===== src/rtl/wdog_pkg.sv =====
package wdog_pkg;

  typedef struct packed {
    logic       en;
    logic       bus_sel;
    logic [2:0] code;
  } wdog_cfg_t;

  localparam wdog_cfg_t WDOG_CFG_RESET = '{en: 1'b1, bus_sel: 1'b0, code: 3'd7};

  // Log2 of the overflow count for a configuration.
  function automatic int ovf_log2(input int bus_exp, input int lfo_exp,
                                  input logic bus_sel, input logic [2:0] code);
    int step;
    step = (code == 3'd7) ? 6 : int'(code);
    return bus_sel ? (bus_exp + step) : lfo_exp;
  endfunction

endpackage


===== src/rtl/wdog_cfg_reg.sv =====
module wdog_cfg_reg
  import wdog_pkg::*;
(
  input  logic      clk,
  input  logic      rst_n,
  input  logic      cfg_wr,
  input  wdog_cfg_t cfg_wdata,
  output wdog_cfg_t cfg_q
);

  logic locked;

  always_ff @(posedge clk or negedge rst_n) begin
    if (!rst_n) begin
      cfg_q  <= WDOG_CFG_RESET;
      locked <= 1'b0;
    end else if (cfg_wr && !locked) begin
      cfg_q  <= cfg_wdata;
      locked <= 1'b1;
    end
  end

  p_lock_stable_r2: assert property (@(posedge clk) disable iff (!rst_n)
    locked |=> ($stable(cfg_q) && locked));

endmodule


===== src/rtl/wdog_tick_gate.sv =====
module wdog_tick_gate #(
  parameter int RESTART_TICKS = 3
) (
  input  logic clk,
  input  logic rst_n,
  input  logic lfo_tick,
  input  logic bus_tick,
  input  logic bus_sel,
  input  logic stop_mode,
  output logic tick_sel,
  output logic restart_hold
);

  localparam int DLY_W = $clog2(RESTART_TICKS + 1);

  logic [DLY_W-1:0] dly;

  assign tick_sel     = bus_sel ? bus_tick : lfo_tick;
  assign restart_hold = (dly != '0);

  always_ff @(posedge clk or negedge rst_n) begin
    if (!rst_n)
      dly <= '0;
    else if (stop_mode)
      dly <= DLY_W'(RESTART_TICKS);
    else if (restart_hold && tick_sel)
      dly <= dly - 1'b1;
  end

  p_exit_hold_r8: assert property (@(posedge clk) disable iff (!rst_n)
    $fell(stop_mode) |-> restart_hold);

endmodule


===== src/rtl/wdog_counter.sv =====
module wdog_counter #(
  parameter int CNT_W = 8
) (
  input  logic             clk,
  input  logic             rst_n,
  input  logic             en,
  input  logic             tick,
  input  logic             hold,
  input  logic             dbg_mode,
  input  logic             stop_mode,
  input  logic             svc_wr,
  input  logic [CNT_W-1:0] last_val,
  output logic             wdog_rst
);

  logic [CNT_W-1:0] cnt;
  logic             cnt_advance;
  logic             ovf_hit;

  assign cnt_advance = tick && en && !dbg_mode && !hold && !stop_mode && !svc_wr;
  assign ovf_hit     = cnt_advance && (cnt == last_val);

  always_ff @(posedge clk or negedge rst_n) begin
    if (!rst_n) begin
      cnt      <= '0;
      wdog_rst <= 1'b0;
    end else begin
      wdog_rst <= ovf_hit;
      if (!en || stop_mode || svc_wr || ovf_hit)
        cnt <= '0;
      else if (cnt_advance)
        cnt <= cnt + 1'b1;
    end
  end

  p_single_pulse_r10: assert property (@(posedge clk) disable iff (!rst_n)
    wdog_rst |=> !wdog_rst);

  p_svc_clears_r5: assert property (@(posedge clk) disable iff (!rst_n)
    svc_wr |=> (cnt == '0 && !wdog_rst));

  p_dbg_freeze_r6: assert property (@(posedge clk) disable iff (!rst_n)
    (dbg_mode && en && !svc_wr && !stop_mode) |=> $stable(cnt));

  p_stop_clear_r7: assert property (@(posedge clk) disable iff (!rst_n)
    stop_mode |=> (cnt == '0 && !wdog_rst));

  p_restart_freeze_r8: assert property (@(posedge clk) disable iff (!rst_n)
    (hold && en && !svc_wr && !stop_mode) |=> $stable(cnt));

  p_off_quiet_r9: assert property (@(posedge clk) disable iff (!rst_n)
    !en |=> !wdog_rst);

endmodule


===== src/rtl/wdog_top.sv =====
module wdog_top
  import wdog_pkg::*;
#(
  parameter int BUS_EXP       = 13,
  parameter int LFO_EXP       = 11,
  parameter int RESTART_TICKS = 3
) (
  input  logic       clk,
  input  logic       rst_n,
  input  logic       lfo_tick,
  input  logic       bus_tick,
  input  logic       cfg_wr,
  input  logic [4:0] cfg_wdata,
  input  logic       svc_wr,
  input  logic       dbg_mode,
  input  logic       stop_mode,
  output logic       wdog_rst
);

  localparam int MAX_EXP = (BUS_EXP + 6 > LFO_EXP) ? (BUS_EXP + 6) : LFO_EXP;
  localparam int CNT_W   = MAX_EXP;

  wdog_cfg_t        cfg_q;
  logic             tick_sel;
  logic             restart_hold;
  logic [CNT_W-1:0] last_val;
  int               ovf_exp;

  assign ovf_exp  = ovf_log2(BUS_EXP, LFO_EXP, cfg_q.bus_sel, cfg_q.code);
  assign last_val = CNT_W'((64'd1 << ovf_exp) - 64'd1);

  wdog_cfg_reg u_cfg (
    .clk       (clk),
    .rst_n     (rst_n),
    .cfg_wr    (cfg_wr),
    .cfg_wdata (wdog_cfg_t'(cfg_wdata)),
    .cfg_q     (cfg_q)
  );

  wdog_tick_gate #(.RESTART_TICKS(RESTART_TICKS)) u_gate (
    .clk          (clk),
    .rst_n        (rst_n),
    .lfo_tick     (lfo_tick),
    .bus_tick     (bus_tick),
    .bus_sel      (cfg_q.bus_sel),
    .stop_mode    (stop_mode),
    .tick_sel     (tick_sel),
    .restart_hold (restart_hold)
  );

  wdog_counter #(.CNT_W(CNT_W)) u_cnt (
    .clk       (clk),
    .rst_n     (rst_n),
    .en        (cfg_q.en),
    .tick      (tick_sel),
    .hold      (restart_hold),
    .dbg_mode  (dbg_mode),
    .stop_mode (stop_mode),
    .svc_wr    (svc_wr),
    .last_val  (last_val),
    .wdog_rst  (wdog_rst)
  );

  p_req_needs_tick_r11: assert property (@(posedge clk) disable iff (!rst_n)
    wdog_rst |-> $past(tick_sel));

endmodule


===== config.mk =====
export PLATFORM = sky130hd
export DESIGN_NAME = wdog_top
export DESIGN_NICKNAME = d
export VERILOG_FILES = /design/src/rtl/wdog_pkg.sv /design/src/rtl/wdog_cfg_reg.sv /design/src/rtl/wdog_tick_gate.sv /design/src/rtl/wdog_counter.sv /design/src/rtl/wdog_top.sv
export SDC_FILE = /design/constraint.sdc
export NUM_CORES = 1
export LEC_CHECK = 0
export ABC_AREA = 1
export BUFFER_PORTS_ARGS = -buffer_cell sky130_fd_sc_hd__buf_4
export CAP_MARGIN = 20
export CORE_ASPECT_RATIO = 1.2
export CORE_MARGIN = 2
export CORE_UTILIZATION = 50
export DETAILED_ROUTE_END_ITERATION = 8
export GPL_ROUTABILITY_DRIVEN = 0
export PLACE_DENSITY_LB_ADDON = 0.05
export SLEW_MARGIN = 20
export SYNTH_ARGS = -nofsm -noshare
export SYNTH_HDL_FRONTEND = slang
export SYNTH_HIERARCHICAL = 1
export SYNTH_SLANG_ARGS = --single-unit

===== constraint.sdc =====
create_clock -name clk -period 7 [get_ports clk]
set_input_delay 0.35 -clock clk [delete_from_list [all_inputs] [get_ports clk]]
set_output_delay 0.35 -clock clk [all_outputs]
set_load 0.01 [all_outputs]

# ---- Word level (Yosys, flattened, before mapping)
# Cells that the tools add are included.
# Widths: inputs -> output; s select.
dict set report totals {
  reg_bits 28
  input_bits 13
  output_inout_bits 1
  word_cells 41
}
dict set report classes {
  add_sub_neg 4
  eq_ne 2
  shifts 1
  n_mux 7
  reduce_logical 20
}
# op count
set op_table {}
lappend op_table {{$mux 19} 2}
lappend op_table {{$add 19x1->19 const B} 1}
lappend op_table {{$eq 19x19->1} 1}
lappend op_table {{$shl 1x5->19 const A} 1}
lappend op_table {{$sub 19x1->19 const B} 1}
lappend op_table {{$logic_and 1x1->1} 8}
lappend op_table {{$logic_not 1->1} 6}
lappend op_table {{$reduce_bool 2->1} 3}
lappend op_table {{$add 4x3->5 const A} 1}
lappend op_table {{$mux 5} 1}
lappend op_table {{$mux 2} 2}
lappend op_table {{$eq 3x3->1 const B} 1}
lappend op_table {{$logic_or 1x1->1} 3}
lappend op_table {{$mux 3} 1}
lappend op_table {{$sub 2x1->2 const B} 1}
lappend op_table {{$mux 1} 1}

# ---- Logic depth before layout (Yosys ltp)
# Gate-level depths: netlist of the first run.
dict set report logic_depth {
  word_depth 10
  mapped_depth 27
}

# ---- By module
# The synthesis of the first run kept the hierarchy.
# mod n_inst cells_each area_each_um2 seq_area_each_um2
set modules_own_cells {}
lappend modules_own_cells {wdog_counter 1 265 1644.1 500.5}
lappend modules_own_cells {wdog_top 1 109 536.8 0.0}
lappend modules_own_cells {wdog_cfg_reg 1 24 231.5 155.1}
lappend modules_own_cells {wdog_tick_gate 1 23 146.4 50.0}

# ---- Least setup slack after synthesis of the first run
# OpenSTA, ideal clock, no wires.
dict set report synth_timing {
  path_kind {flip-flop to flip-flop}
  from {register u_cfg/cfg_q[1] (netlist name)}
  to {register u_cnt.cnt[9]}
  setup_time_ns 0.122
  t_arrival_ns 2.915
  t_required_ns 6.878
  path_slack_ns 3.962
  stages_incl_launch_ff 25
  synth_period_minus_slack_ns 3.038
  cell_sequence {dfstp_2 > nand2_1 > nand2_1 > inv_1 > ha_1 > inv_1 > ha_1 > nand2_1 > nor2_1 > nand2_1 > ha_1 > nand2_2 > nor2_2 > nand2_1 > xor2_1 > inv_1 > nand2_1 > nand2_1 > nor2_1 > nand2_1 > nor2_1 > nand3_2 > nand2_4 > buf_12 > nor2_2}
}
dict set report synth_via {
  elab_chain_len 10
  word_cells_on_any_way 11
  classes_between {2 x add/sub; 2 x eq/ne; 1 x shift; 3 x mux; 3 x reduce/logical}
}
# element line
set synth_rtl {}
lappend synth_rtl {{$eq 3x3->1} wdog_pkg.sv:15} ;# step = (code == 3'd7) ? 6 : int'(code);
lappend synth_rtl {{$mux 3 *} wdog_pkg.sv:15}
lappend synth_rtl {{$add 4x3->5 *} wdog_pkg.sv:16} ;# return bus_sel ? (bus_exp + step) : lfo_exp;
lappend synth_rtl {{$mux 5 *} wdog_pkg.sv:16}
lappend synth_rtl {{$shl 1x5->19 *} wdog_top.sv:30} ;# assign last_val = CNT_W'((64'd1 << ovf_exp) - 64'd1);
lappend synth_rtl {{$sub 19x1->19 *} wdog_top.sv:30}
lappend synth_rtl {{net last_val[0]} wdog_top.sv:26} ;# logic [CNT_W-1:0] last_val;
lappend synth_rtl {{$eq 19x19->1 *} wdog_counter.sv:21} ;# assign ovf_hit = cnt_advance && (cnt == last_val);
lappend synth_rtl {{$logic_and 1x1->1 *} wdog_counter.sv:21}
lappend synth_rtl {{$logic_or 1x1->1 *} wdog_counter.sv:29} ;# if (!en || stop_mode || svc_wr || ovf_hit)
lappend synth_rtl {{$mux 19 or $reduce_bool 2->1 (tied branches)} -}
lappend synth_rtl {{end signal, assigned} wdog_counter.sv:32} ;# cnt <= cnt + 1'b1;
lappend synth_rtl {{end, declared} wdog_counter.sv:16} ;# logic [CNT_W-1:0] cnt;
# The timed path passes the listed nets; every way through them passes the cells marked *.
# A chain may end at the register's enable or synchronous reset.

# ---- Final worst setup path of the first run
dict set report layout_timing {
  from {register u_cfg/cfg_q[1] (netlist name)}
  to {register u_cnt.cnt[13]}
}
dict set report layout_via {
  elab_chain_len 10
  word_cells_on_any_way 11
  classes_between {2 x add/sub; 2 x eq/ne; 1 x shift; 3 x mux; 3 x reduce/logical}
}
# element line
set layout_rtl {}
lappend layout_rtl {{$eq 3x3->1} wdog_pkg.sv:15}
lappend layout_rtl {{$mux 3 *} wdog_pkg.sv:15}
lappend layout_rtl {{$add 4x3->5 *} wdog_pkg.sv:16}
lappend layout_rtl {{$mux 5 *} wdog_pkg.sv:16}
lappend layout_rtl {{$shl 1x5->19 *} wdog_top.sv:30}
lappend layout_rtl {{$sub 19x1->19 *} wdog_top.sv:30}
lappend layout_rtl {{net last_val[0]} wdog_top.sv:26}
lappend layout_rtl {{$eq 19x19->1 *} wdog_counter.sv:21}
lappend layout_rtl {{$logic_and 1x1->1 *} wdog_counter.sv:21}
lappend layout_rtl {{$logic_or 1x1->1 *} wdog_counter.sv:29}
lappend layout_rtl {{$mux 19 or $reduce_bool 2->1 (tied branches)} -}
# Marked as above.

==> results of run 1 <==
sequential cells by signal, indices dropped and copies added, names as in the netlist:
register,count
u_cnt/cnt,19
u_cfg/cfg_q,5
u_gate/dly,2
u_cfg/locked,1
u_cnt/wdog_rst,1
area by class of cell:
cell class / instances / area, um2
tap: 60 / 75.1
timing repair buffer: 14 / 108
clock buffer: 3 / 41.3
multi-input combinational: 311 / 1510
clock inverter: 1 / 30.0
fill: 481 / 2170
sequential: 28 / 706
inverter: 77 / 294
power groups by stage:
| stage | clock network [mW] | logic, mW | registers [mW] |
|---|---|---|---|
| floorplan | 0 | 0.00534 | 0.166 |
| global placement | 0 | 0.0148 | 0.166 |
| detailed placement | 0 | 0.0154 | 0.166 |
| CTS | 0.131 | 0.0158 | 0.163 |
| global route | 0.137 | 0.0179 | 0.163 |
| finish | 0.127 | 0.0154 | 0.163 |
critical path: cells and delay by family (launching register included):
| kind | cells | cell delay, ns |
|---|---|---|
| adders and majority gates | 3 | 0.66 |
| buffers and inverters | 3 | 0.21 |
| DFF | 1 | 0.57 |
| and+or+nand+nor | 17 | 1.94 |
per-stage QoR:
| step | hold slack [ns] | cell area, um2 | utilization |
|---|---|---|---|
| finish | 0.287 | 2770 | 0.560 |
| detailed placement | 0.288 | 2680 | 0.543 |
| global placement | 0.285 | 2680 | 0.543 |
| global route | 0.296 | 2770 | 0.560 |
| floorplan | 0.0544 | 2560 | - |
| CTS | 0.284 | 2770 | 0.560 |
cells in the mapped netlist (2+ instances only):
cell and count:
nand3_1 32, nand2_2 7, a21oi_1 3, o21ai_0 3, o21ai_1 2, nor2_2 20
dfrtp_1 24, nand2_4 2, dfstp_2 4, xor2_1 9, nand2_1 136, nor2_1 57
xnor2_1 5, ha_1 5, inv_2 7, nand3_2 5, inv_1 69, nand4_1 15
nor3_1 5
worst max-delay path by stage:
stage | slack [ns] | depth (start not counted) | from | endpoint
after floorplan | 3.96 | 24 | u_cfg/cfg_q[1]$_DFFE_PN1P_ | u_cnt/cnt[9]$_DFFE_PN0P_
after global placement | 3.59 | 21 | u_cfg/cfg_q[1]$_DFFE_PN1P_ | u_cnt/cnt[1]$_DFFE_PN0P_
after CTS | 3.48 | 23 | u_cfg/cfg_q[1]$_DFFE_PN1P_ | u_cnt/cnt[12]$_DFFE_PN0P_
final | 3.48 | 23 | u_cfg/cfg_q[1]$_DFFE_PN1P_ | u_cnt/cnt[13]$_DFFE_PN0P_
after detailed placement | 3.53 | 23 | u_cfg/cfg_q[1]$_DFFE_PN1P_ | u_cnt/cnt[12]$_DFFE_PN0P_
after global routing | 3.09 | 23 | u_cfg/cfg_q[1]$_DFFE_PN1P_ | u_cnt/cnt[15]$_DFFE_PN0P_
per-layer routing:
| metal | share of wire | routed length (um) | global-route usage |
|---|---|---|---|
| met1 | 0.47 | 2820 | 0.307 |
| met2 | 0.48 | 2850 | 0.418 |
| met3 | 0.029 | 171 | 0.0170 |
| met4 | 0.017 | 103 | 0.0725 |
| met5 | 0 | 0 | 0 |
logic make-up after synthesis:
group,synth area share
adders and majority gates,0.0244
buffers and inverters,0.133
DFF,0.276
and+or+nand+nor,0.500
AOI/OAI and AO/OA,0.0181
xor gates and xnor gates,0.0479
==> results_dict.tcl, run 1 <==
set metrics [dict create \
    slew_headroom 0.712 \
    syn_avg_cell_area_um2 6.08 \
    clockBufferDepth 2 \
    powerDensity_mw_per_mm2 111 \
    cp_common_cell "nand2_1" \
    clkPwrFrac 0.416 \
    start_util 0.518 \
    dpl.cell_count 489 \
    drc 0 \
    cap_viol_max_count 0 \
    hold_end "u_cfg/cfg_q[2]$_DFFE_PN1P_" \
    h-tree-depth 1 \
    internal_power_uw 246 \
    fin_ws_ns 3.48 \
    p_seq_frac 0.534 \
    core_area_mm2 0.00494 \
    grt_pass1_wl_mm 10.8 \
    hold_path.class "primary input to flop" \
    hp-start "cfg_wdata[2]" \
    dpl.hpwl_mm 4.80 \
    grt_max_degree 29 \
    cp_cell_sequence "nand2_1 -> nand2_1 -> inv_1 -> ha_1 -> inv_1 -> ha_1 -> nand2_1 -> nor2_1 -> nand2_1 -> ha_1 -> nand2_2 -> nor2_2 -> nand3_1 -> nand2_1 -> nand2_1 -> inv_1 -> nand2_1 -> nand2_1 -> nand3_1 -> nor2_2 -> nand3_2 -> nand2_4 -> nor2_1" \
    port_buffers 13 \
    instances_no_fill 494 \
    switching_power_uw 60.0 \
    ctsRootBufferMaster "clkbuf_8" \
    netSwitchingFraction 0.196 \
    cts_tree "yes" \
    worstPathMaxFanout 19 \
    wl_mm 5.94 \
    ctsResizeCount 0 \
    fp.dieArea_mm2 0.00571 \
    drt_iter0_drc 128 \
    tightest_slew_ns 0.428 \
    die_w_um 69.3 \
    crit_type "flop to flop" \
    cts_buffers 3 \
    syn-num-nets 439 \
    hold_buffers 1 \
    nets 453 \
    die_y_um 82.4 \
    final_cell_mix "nand2_1, inv_1, nor2_1" \
    netlist_top_cells_area "dfrtp_1, nand2_1, inv_1, nor2_1, nand3_1" \
    yosys_warnings 6 \
    grt_overflow_total 0 \
    final_common_cell "nand2_1" \
    status "finished clean" \
    yosys.area.top_type "dfrtp_1" \
    seq_area_frac_synth 0.276 \
    synth_cell_types 30 \
    endpoint_kind "flop" \
    wl_per_cell_um 12.0 \
    ys_ff_latch 28 \
    io_pins 14 \
    reg2reg_setup_slack_ns 3.48 \
    setup_viol 0 \
    required_ns 7.16 \
    rows 28 \
    start_kind "flop" \
    final_max_slew_viol_count 0 \
    clk_pin_slew_worst_paths_ns 0.10 \
    drtPass1Iterations 4 \
    final_layout_size_suffix_gt1_frac 0.152 \
    ir_drop_uv 94.4 \
    gr-usage-all-layers 0.234 \
    dp_slack_ns 3.53 \
    antenna_cells 0 \
    r2r-end "u_cnt/cnt[13]$_DFFE_PN0P_" \
    period_needed_ns 3.52 \
    cp_slowest_cell "dfstp_2" \
    yosysTopAreaCellShare 0.235 \
    via_count 2456 \
    leakagePower_nw 1.42 \
    hold_viol_final 0 \
    slowest_delay_ns 0.57 \
    clkSinkCount 28 \
    period_share 0.502 \
    skew_ns 0.00542 \
    grt_pass1_vias 2357 \
    worstRegToRegCells 23 \
    hold_depth 3 \
    syn_area_mm2 0.00256 \
    fin_tns_setup_ns 0 \
    post_cts_buffers 0 \
    pwr-share-comb 0.050 \
    cp.arrival_ns 3.68 \
    via_per_inst 4.97 \
    total_power_uw 306 \
    antenna_found_initial 0 \
    synthArstFlopShare 1.00 \
    rsz0062_at_grt "no" \
    worstReg2RegStart "u_cfg/cfg_q[1]$_DFFE_PN1P_" \
    fmax_mhz 284 \
    area_delta_synth_final_pct 8.07 \
    syn_inst 421 \
    synth_ff_type "dfrtp_1" \
    clk_latency_ns 0.27 \
    drtAntennaViolNets 0 \
    synth_edf_count 0 \
]
Note: power is estimated with default switching activity, not from simulation.
==> inputs of run 2 (changes only) <==
--- a/config.mk
+++ b/config.mk
@@ -5,7 +5,7 @@
 export SDC_FILE = /design/constraint.sdc
 export NUM_CORES = 1
 export LEC_CHECK = 0
-export ABC_AREA = 1
+export ABC_AREA = 0
 export BUFFER_PORTS_ARGS = -buffer_cell sky130_fd_sc_hd__buf_4
 export CAP_MARGIN = 20
 export CORE_ASPECT_RATIO = 1.2
==> constraint.sdc (replaced) <==
create_clock -name clk -period 3.1 [get_ports clk]
set_input_delay 0.155 -clock clk [delete_from_list [all_inputs] [get_ports clk]]
set_output_delay 0.155 -clock clk [all_outputs]
set_load 0.01 [all_outputs]
==> run 2 against run 1 <==
Against the previous run: the run now ends with negative setup slack left; via count fell by 26%; cell count fell by 33%; combinational power rose to 23 times the previous value; critical path depth fell by 5; clock power rose by 57%; count of clock-buffer cells in the layout rose by 1; sequential power rose by 140%; cell area fell by 5.3%; routed wire length fell by 18%; setup slack got worse by 3.8 ns; register-to-register slack got worse by 3.8 ns; total power rose to 3.1 times the previous value; critical path type unchanged; highest routed layer unchanged.
==> results_dict.tcl, run 2 <==
set metrics [dict create \
    status "finished with violations" \
    violations "negative setup slack" \
    drtPass1Iterations 4 \
    drc 0 \
    hold_path.class "primary input to flop" \
    synth_edf_count 0 \
    synth_cell_types 54 \
    core_area_mm2 0.00420 \
    synth_top_family_by_area "simple AND/OR/NAND/NOR gates" \
    yosysTopAreaCellShare 0.279 \
    synth_xor_area_frac 0.159 \
    hold_viol_final 0 \
    cts_tree "yes" \
    gr-usage-all-layers 0.222 \
    h-tree-depth 1 \
    synthAdderAreaFrac 0.0291 \
    fmax_mhz 292 \
    seq_area_frac_synth 0.328 \
    period_share 1.11 \
    top_regs "u_cnt/cnt (19), u_cfg/cfg_q (5), u_gate/dly (2)" \
    via_count 1806 \
    grt_pass1_wl_mm 8.51 \
    syn-num-nets 259 \
    ys_ff_latch 28 \
    tightest_slew_ns 0.521 \
    crit_path_start "u_cfg/cfg_q[0]$_DFFE_PN1P_" \
    largest_register_ffs 19 \
    final_layout_size_suffix_gt1_frac 0.338 \
    syn_inst 241 \
    dpl.hpwl_mm 3.74 \
    clkSinkCount 28 \
    area_delta_synth_final_pct 21.7 \
    drtAntennaViolNets 0 \
    setup_viol 20 \
    regMostFlops "u_cnt/cnt" \
    die_y_um 75.8 \
    cap_viol_max_count 0 \
    endpoint_kind "flop" \
    hold_slack_ns 0.0922 \
    worstRegToRegCells 18 \
    fp.dieArea_mm2 0.00484 \
    io_pins 14 \
    powerDensity_mw_per_mm2 358 \
    syn_avg_cell_area_um2 8.92 \
    synth_ff_type "dfrtp_1" \
    syn_area_mm2 0.00215 \
    required_ns 3.27 \
    grt_pass1_vias 1836 \
    worstReg2RegStart "u_cfg/cfg_q[0]$_DFFE_PN1P_" \
    final_common_cell "buf_4" \
    slew_headroom 0.651 \
    start_util 0.513 \
    yosys-top-cells-count "xor2_1, dfrtp_1, nor2_1, nand2_1, inv_1" \
    netlist_top_cells_area "dfrtp_1, xor2_1, dfstp_2, xnor2_1, nor2_1" \
    ctsRootBufferMaster "clkbuf_8" \
    total_power_uw 937 \
    dpl.cell_count 324 \
    fin_util 0.624 \
    fin_ws_ns -0.326 \
    period_needed_ns 3.43 \
    start_kind "flop" \
    clockBufferDepth 2 \
    port_buffers 13 \
    clk_pin_slew_worst_paths_ns 0.09 \
    skew_ns 0.00684 \
    hp-start "cfg_wr" \
    ir_drop_uv 193 \
    via_per_inst 5.46 \
    dp_slack_ns -0.312 \
    rows 26 \
    yosys.area.top_type "dfrtp_1" \
    synthSimpleGateAreaFrac 0.264 \
    final_max_slew_viol_count 0 \
    wl_per_cell_um 14.8 \
    leakagePower_nw 1.09 \
    clk_latency_ns 0.27 \
    hold_depth 2 \
    final_cell_mix "buf_4, xor2_1, dfrtp_1" \
    cts_buffers 3 \
    antenna_cells 0 \
    drt_iter0_drc 206 \
    wl_mm 4.90 \
    grt_overflow_total 0 \
    yosys_warnings 6 \
    synthArstFlopShare 1.00 \
    rsz0062_at_grt "yes" \
    nets 294 \
    worstPathMaxFanout 19 \
    die_w_um 63.9 \
    synth_most_common_cell "xor2_1" \
    grt_max_degree 29 \
    antenna_found_initial 0 \
    cp.arrival_ns 3.59 \
    synth.area.mux_share 0.0401 \
    synth_compound_area_frac 0.114 \
    instances_no_fill 331 \
    crit_type "flop to flop" \
]
[run 2: per-stage QoR]
step,area (um2),TNS [ns]
after floorplan,2240,-7.66
after global placement,2530,-5.48
after detailed placement,2530,-5.82
after CTS,2620,-5.95
after global routing,2620,-10.07
final,2620,-6.08
[run 2: path summary, 6_finish.rpt]
check,slack [ns],end
max,-0.33,u_cnt/cnt[13]$_DFFE_PN0P_
min,0.09,u_cfg/locked$_DFFE_PN0P_
max reg2reg,-0.33,u_cnt/cnt[13]$_DFFE_PN0P_
min reg2reg,0.54,u_cfg/locked$_DFFE_PN0P_
max in group asynchronous,2.45,u_cfg/cfg_q[1]$_DFFE_PN1P_
min in group asynchronous,0.33,u_cnt/cnt[11]$_DFFE_PN0P_
[run 2: cells by family after synthesis]
family          count (synthesis)
fa+ha+maj                       5
mux                             8
flops                          28
compound gates                 35
xor+xnor                       39
buf+inv                        28
simple gates                   98
[run 2: critical path, cell delays in order, from the launching register on]
cell,delay (ns)
dfstp_2,0.54
a21bo_4,0.23
inv_4,0.06
ha_4,0.12
inv_2,0.03
ha_4,0.25
nor2b_4,0.16
nand4_1,0.13
ha_4,0.22
clkinv_4,0.06
buf_4,0.10
a21oi_1,0.03
a211o_1,0.23
xor2_1,0.15
nor4_2,0.33
nand4_1,0.21
o21ai_4,0.21
buf_12,0.18
nor2_1,0.07
[run 2: layer usage]
metal  track usage  vias to the layer above  wire length, um
met1         0.280                      841             2220
met4        0.0700                        0               95
li1              -                      911                -
met3        0.0236                       10              147
met2         0.402                       44             2440
met5             0                        -                0
[run 2: layout make-up]
cell class | instances | area, um2
fillers | 358 | 1580
repair buffers | 43 | 338
clock buffers | 4 | 45.0
well taps | 56 | 70.1
multi-input cells | 185 | 1400
flip-flops and latches | 28 | 706
inverters | 15 | 63.8
[run 2: what timing repair did]
action	in CTS	in global routing
pin swaps	1	0
setup buffers	2	0
resized for setup	3	1
endpoints found under the hold margin	24	0
endpoints found under the setup margin	20	20
cloned	0	0
hold buffers	1	0
[run 2: power by group]
group	internal (mW)	switching, mW	total (mW)
combinational	0.161	0.190	0.351
clock	0.0920	0.107	0.199
sequential	0.380	0.00650	0.387
total	0.633	0.303	0.937
